--- config.mk ---
export PLATFORM = sky130hd
export DESIGN_NAME = dual_cpu_supervisor
export DESIGN_NICKNAME = d
export VERILOG_FILES = /design/src/rtl/sup_pkg.sv /design/src/rtl/sup_watchdog.sv /design/src/rtl/sup_sync_edge.sv /design/src/rtl/sup_decision.sv /design/src/rtl/dual_cpu_supervisor.sv
export SDC_FILE = /design/constraint.sdc
export NUM_CORES = 1
export LEC_CHECK = 0
export BUFFER_PORTS_ARGS = -buffer_cell sky130_fd_sc_hd__buf_2
export CAP_MARGIN = 20
export CELL_PAD_IN_SITES_DETAIL_PLACEMENT = 1
export CELL_PAD_IN_SITES_GLOBAL_PLACEMENT = 2
export CORE_UTILIZATION = 42
export DETAILED_ROUTE_END_ITERATION = 12
export PLACE_DENSITY = 0.8
export SYNTH_ARGS = -nofsm -noshare
export SYNTH_HDL_FRONTEND = slang
export SYNTH_SLANG_ARGS = --single-unit
--- constraint.sdc ---
create_clock -name clk -period 4.4 [get_ports clk]
set_clock_uncertainty 0.15 [all_clocks]
set_input_delay 0.44 -clock clk [delete_from_list [all_inputs] [get_ports clk]]
set_output_delay 0.44 -clock clk [all_outputs]
set_load 0.01 [all_outputs]
--- src/rtl/sup_pkg.sv ---
package sup_pkg;

  localparam int NUM_CPU = 2;

  typedef enum logic [1:0] {
    WD_RUN   = 2'd0,
    WD_PULSE = 2'd1,
    WD_HALT  = 2'd2,
    WD_DEAD  = 2'd3
  } wd_state_e;

endpackage

--- src/rtl/sup_watchdog.sv ---
module sup_watchdog
  import sup_pkg::*;
#(
  parameter int TIMEOUT_CYC   = 1000,
  parameter int RST_PULSE_CYC = 16,
  parameter int RST_LIMIT     = 3
) (
  input  logic clk,
  input  logic rst_n,
  input  logic kick_i,
  input  logic halt_i,
  output logic cpu_rst_o,
  output logic soft_err_o
);

  localparam int CNT_W = (TIMEOUT_CYC > 2) ? $clog2(TIMEOUT_CYC) : 1;
  localparam int PLS_W = $clog2(RST_PULSE_CYC + 1);
  localparam int STK_W = $clog2(RST_LIMIT + 2);

  localparam logic [CNT_W-1:0] CNT_LAST = CNT_W'(TIMEOUT_CYC - 1);
  localparam logic [PLS_W-1:0] PLS_FULL = PLS_W'(RST_PULSE_CYC);
  localparam logic [PLS_W-1:0] PLS_ONE  = PLS_W'(1);
  localparam logic [STK_W-1:0] STK_MAX  = STK_W'(RST_LIMIT);

  wd_state_e        state_q;
  logic [CNT_W-1:0] tmr_q;
  logic [PLS_W-1:0] pls_q;
  logic [STK_W-1:0] streak_q;

  always_ff @(posedge clk or negedge rst_n) begin
    if (!rst_n) begin
      state_q  <= WD_RUN;
      tmr_q    <= '0;
      pls_q    <= '0;
      streak_q <= '0;
    end else begin
      unique case (state_q)
        WD_RUN: begin
          if (halt_i) begin
            state_q <= WD_HALT;
          end else if (kick_i) begin
            tmr_q    <= '0;
            streak_q <= '0;
          end else if (tmr_q == CNT_LAST) begin
            tmr_q <= '0;
            if (streak_q == STK_MAX) begin
              state_q <= WD_DEAD;
            end else begin
              state_q  <= WD_PULSE;
              pls_q    <= PLS_FULL;
              streak_q <= streak_q + STK_W'(1);
            end
          end else begin
            tmr_q <= tmr_q + CNT_W'(1);
          end
        end
        WD_PULSE: begin
          if (pls_q == PLS_ONE) begin
            pls_q   <= '0;
            tmr_q   <= '0;
            state_q <= halt_i ? WD_HALT : WD_RUN;
          end else begin
            pls_q <= pls_q - PLS_W'(1);
          end
        end
        WD_HALT: state_q <= WD_HALT;
        WD_DEAD: state_q <= WD_DEAD;
      endcase
    end
  end

  assign cpu_rst_o  = (state_q == WD_PULSE);
  assign soft_err_o = (state_q == WD_DEAD);

endmodule

--- src/rtl/sup_sync_edge.sv ---
module sup_sync_edge #(
  parameter int WIDTH       = 2,
  parameter int SYNC_STAGES = 2
) (
  input  logic             clk,
  input  logic             rst_n,
  input  logic [WIDTH-1:0] async_i,
  output logic [WIDTH-1:0] rise_o
);

  logic [WIDTH-1:0] chain_q [SYNC_STAGES+1];

  always_ff @(posedge clk or negedge rst_n) begin
    if (!rst_n) begin
      for (int s = 0; s <= SYNC_STAGES; s++) chain_q[s] <= '0;
    end else begin
      chain_q[0] <= async_i;
      for (int s = 1; s <= SYNC_STAGES; s++) chain_q[s] <= chain_q[s-1];
    end
  end

  assign rise_o = chain_q[SYNC_STAGES-1] & ~chain_q[SYNC_STAGES];

endmodule

--- src/rtl/sup_decision.sv ---
module sup_decision (
  input  logic clk,
  input  logic rst_n,
  input  logic soft_err_i,
  input  logic hard_rise_i,
  output logic faulty_o
);

  logic soft_prev_q;
  logic faulty_q;
  logic fault_evt;

  assign fault_evt = (soft_err_i & ~soft_prev_q) | hard_rise_i;

  always_ff @(posedge clk or negedge rst_n) begin
    if (!rst_n) begin
      soft_prev_q <= 1'b0;
      faulty_q    <= 1'b0;
    end else begin
      soft_prev_q <= soft_err_i;
      if (fault_evt) faulty_q <= 1'b1;
    end
  end

  assign faulty_o = faulty_q;

endmodule

--- src/rtl/dual_cpu_supervisor.sv ---
module dual_cpu_supervisor
  import sup_pkg::*;
#(
  parameter int TIMEOUT_CYC   = 1000,
  parameter int RST_PULSE_CYC = 16,
  parameter int RST_LIMIT     = 3
) (
  input  logic                 clk,
  input  logic                 rst_n,
  input  logic [NUM_CPU-1:0]   kick_i,
  input  logic [NUM_CPU-1:0]   hard_fault_i,
  output logic [NUM_CPU-1:0]   cpu_rst_o,
  output logic [NUM_CPU-1:0]   soft_ok_o,
  output logic [NUM_CPU-1:0]   takeover_n_o
);

  logic [NUM_CPU-1:0] hard_rise;
  logic [NUM_CPU-1:0] soft_err;
  logic [NUM_CPU-1:0] faulty;

  sup_sync_edge #(
    .WIDTH       (NUM_CPU),
    .SYNC_STAGES (2)
  ) u_hard_sync (
    .clk     (clk),
    .rst_n   (rst_n),
    .async_i (hard_fault_i),
    .rise_o  (hard_rise)
  );

  for (genvar ch = 0; ch < NUM_CPU; ch++) begin : g_cpu
    localparam int PARTNER = ch ^ 1;

    sup_watchdog #(
      .TIMEOUT_CYC   (TIMEOUT_CYC),
      .RST_PULSE_CYC (RST_PULSE_CYC),
      .RST_LIMIT     (RST_LIMIT)
    ) u_wd (
      .clk        (clk),
      .rst_n      (rst_n),
      .kick_i     (kick_i[ch]),
      .halt_i     (faulty[ch]),
      .cpu_rst_o  (cpu_rst_o[ch]),
      .soft_err_o (soft_err[ch])
    );

    sup_decision u_dec (
      .clk         (clk),
      .rst_n       (rst_n),
      .soft_err_i  (soft_err[ch]),
      .hard_rise_i (hard_rise[ch]),
      .faulty_o    (faulty[ch])
    );

    assign soft_ok_o[ch]    = ~soft_err[ch];
    assign takeover_n_o[ch] = ~faulty[PARTNER];
  end

endmodule

==> impl_metrics.py <==
metrics = {
    "cells_and_area": {
        "drive_gt1_share_pct": 8.33,
        "finalNonFillerCells": 351,
        "num-nets-final": 291,
        "syn_to_final_growth_pct": 8.37,
        "num_antenna_cells": 0,
        "design_area_um2": 2770,
    },
    "worst_setup_path": {
        "crit_buf_inv": 1,
        "crit_arrival_ps": 2440,
        "crit_path_max_fanout": 7,
        "critPathMaxStageDelay_ps": 510,
        "rrSetupSlack_ps": 1980,
        "cp_top_family": "compound AO/OA/AOI/OAI gates",
        "crit_type": "flip-flop to flip-flop",
        "cp_cell_sequence": "inv_1 -> ha_1 -> or4b_4 -> a211o_4 -> a21oi_1 -> nor2_1",
        "slowest_stage": "or4b_4",
        "end_kind": "flip-flop",
        "r2r_end": "g_cpu[0].u_wd.tmr_q[6]",
        "cp.required_ps": 4420,
        "cp-start-kind": "flip-flop",
        "reg2reg_from": "g_cpu[0].u_wd.pls_q[1]",
        "r2r_cells": 6,
    },
    "floorplanning": {
        "fp-row-count": 28,
        "die-area_um2": 6400,
        "die_h_um": 80.0,
        "die_x_um": 80.0,
        "coreArea_um2": 5890,
        "ios": 12,
        "start_util_pct": 43.4,
    },
    "power_and_ir_drop": {
        "vdd_ir_drop_max_mv": 0.144,
        "leakage_uw": 0.00123,
        "p_per_area_nw_per_um2": 290,
        "power_uw": 803,
    },
    "route": {
        "vias": 1969,
        "drtPass1Iterations": 4,
        "wire_per_inst_um": 16.0,
        "vias_per_cell": 5.61,
        "route.detailed.drc": 0,
        "drt_iter0_markers": 99,
        "drtAntennaViolNets": 0,
        "wl_um": 5620,
    },
    "timing": {
        "drv_slew": 0,
        "fmax_mhz": 413,
        "hold_viol": 0,
        "tightest_slew_ps": 669,
        "relSlewSlack_pct": 55.4,
        "setup_viol": 0,
        "period_share_pct": 55.0,
        "layout_min_cycle_time_ps": 2420,
        "grt_setup_unrepaired": "false",
        "fin_setup_tns_ps": 0,
    },
    "global_routing": {
        "grt_overflow": 0,
        "grt_usage_pct": 19.9,
        "grt_antenna_before_repair": 0,
        "grt_pass1_vias": 1957,
        "grt_start_max_net_pins": 51,
        "grt_first_pass_wirelength_um": 9700,
    },
    "yosys": {
        "synth_top_area_cell": "dfrtp_1",
        "synthArstFlopShare_pct": 100,
        "muxShareOfSynthArea_pct": 0.783,
        "synth_nets": 283,
        "synth_common_cells": "50 x dfrtp_1, 27 x nand2_1, 27 x nor2_1",
        "synth_top_family_by_area": "simple AND/OR/NAND/NOR gates",
        "synthFlopType": "dfrtp_1",
        "synth_xor_area_share_pct": 4.45,
        "syn_area_um2": 2560,
        "ys_warn_count": 0,
        "seq_area_frac_synth_pct": 48.9,
        "synth_seq_cells": 50,
        "synth.top_cell.area_share_pct": 48.9,
        "yosys.area_share.simple_pct": 20.3,
        "synth-compound-area-share_pct": 16.3,
        "synth_cell_types": 44,
        "synth_edf_count": 0,
        "synth_fa_ha_area_share_pct": 4.89,
        "syn_inst": 267,
        "synthTopCellsByArea": "dfrtp_1 49%, ha_1 4.9%, o21ai_0 4.1%",
        "yosysMostFrequentCell": "dfrtp_1",
        "syn_avg_cell_area_um2": 9.57,
    },
    "clock_tree": {
        "clockBufferDepth": 2,
        "hold_buffers": 0,
        "clock_sinks": 50,
        "clk_latency_ps": 300,
        "ctsResizeCount": 0,
        "cts_htree_levels": 2,
        "cts_tree": "done",
        "post_cts_buffers": 0,
        "cts-buffers-inserted": 5,
        "clockRootBuffer": "clkbuf_8",
        "path_clk_slew_ps": 90,
    },
    "min_path": {
        "hp-class": "input port to asynchronous set/reset pin",
    },
    "job": {
        "maxCapViolations": 0,
    },
    "placement": {
        "place_congestion": 0.777,
        "place_hpwl_um": 3960,
        "place_area_um2": 2660,
        "port_buffers": 11,
        "dpl.cell_count": 343,
    },
    "status": {
        "status": "completed",
    },
}
[cell usage in the layout, fill, tap and decap left out, types with 8 or more instances in the layout]
| cell | synthesis | layout |
|---|---|---|
| nand2_1 | 27 | 27 |
| ha_1 | 10 | 10 |
| o21ai_0 | 21 | 21 |
| inv_1 | 17 | 17 |
| buf_2 | 0 | 11 |
| nor3_1 | 10 | 10 |
| nand4_1 | 8 | 8 |
| xor2_1 | 8 | 8 |
| nor2_1 | 27 | 27 |
| dfrtp_1 | 50 | 50 |
| a21oi_1 | 11 | 11 |
[cell families after synthesis]
| family | after synthesis |
|---|---|
| simple gates | 104 |
| compound gates | 60 |
| flops | 50 |
| buf+inv | 28 |
| xor+xnor | 13 |
| fa+ha+maj | 10 |
| mux | 2 |
[stage by stage]
stage / worst slack (ps) / hold WS (ps) / utilization (%)
CTS: 1970 / 81.4 / 47.1
global route: 1820 / 72.4 / 47.1
global placement: 2070 / 182 / 45.3
detailed placement: 1980 / 195 / 45.3
finish: 1980 / 85.5 / 47.1
floorplan: 2250 / -5.59 / -
[report_power, final]
part / switching (µW) / total, µW / internal (µW)
sequential: 1.13 / 463 / 462
clock: 153 / 324 / 170
combinational: 13.3 / 16.3 / 3.05
total: 168 / 803 / 635
[worst max path at each step]
stage | start | end | slack (ps) | cells after the start
floorplan | g_cpu[0].u_wd.pls_q[1] | g_cpu[0].u_wd.tmr_q[3] | 2250 | 6
global route | g_cpu[0].u_wd.pls_q[1] | g_cpu[0].u_wd.tmr_q[2] | 1820 | 6
CTS | g_cpu[0].u_wd.pls_q[1] | g_cpu[0].u_wd.tmr_q[1] | 1970 | 6
detailed placement | g_cpu[0].u_wd.pls_q[1] | g_cpu[0].u_wd.tmr_q[4] | 1980 | 6
global placement | g_cpu[0].u_wd.pls_q[1] | g_cpu[0].u_wd.tmr_q[6] | 2070 | 6
finish | g_cpu[0].u_wd.pls_q[1] | g_cpu[0].u_wd.tmr_q[6] | 1980 | 6
[per-layer routing]
layer,vias to the layer above,wire length (µm),GRT usage [%]
met5,-,0,0
met4,0,65,5.89
met3,7,92,3.77
met2,12,2730,32.8
met1,990,2730,26.4
li1,960,-,-
[worst reg2reg max path, delay by kind of cell (launching register included)]
kind / cells / cell delay, ps
AOI/OAI and AO/OA: 2 / 880
adders and majority gates: 1 / 160
buffers and inverters: 1 / 80
DFF: 1 / 400
and+or+nand+nor: 2 / 620
[state kept, by name, indices dropped and copies added, names as in the netlist]
signal and count:
g_cpu.u_dec.soft_prev_q 2, g_cpu.u_dec.faulty_o 2, g_cpu.u_wd.pls_q 10, g_cpu.u_wd.streak_q 6, u_hard_sync.chain_q 6, g_cpu.u_wd.state_q 4, g_cpu.u_wd.tmr_q 20
[cell type report]
class | instances | area [µm²]
Clock buffer | 7 | 76.3
Clock inverter | 1 | 30.0
Fill cell | 698 | 3120
Inverter | 17 | 63.8
Multi-Input combinational cell | 189 | 1190
Sequential cell | 50 | 1250
Tap cell | 75 | 93.8
Timing Repair Buffer | 12 | 62.6
No activity file was read; power rests on OpenSTA's default activity.
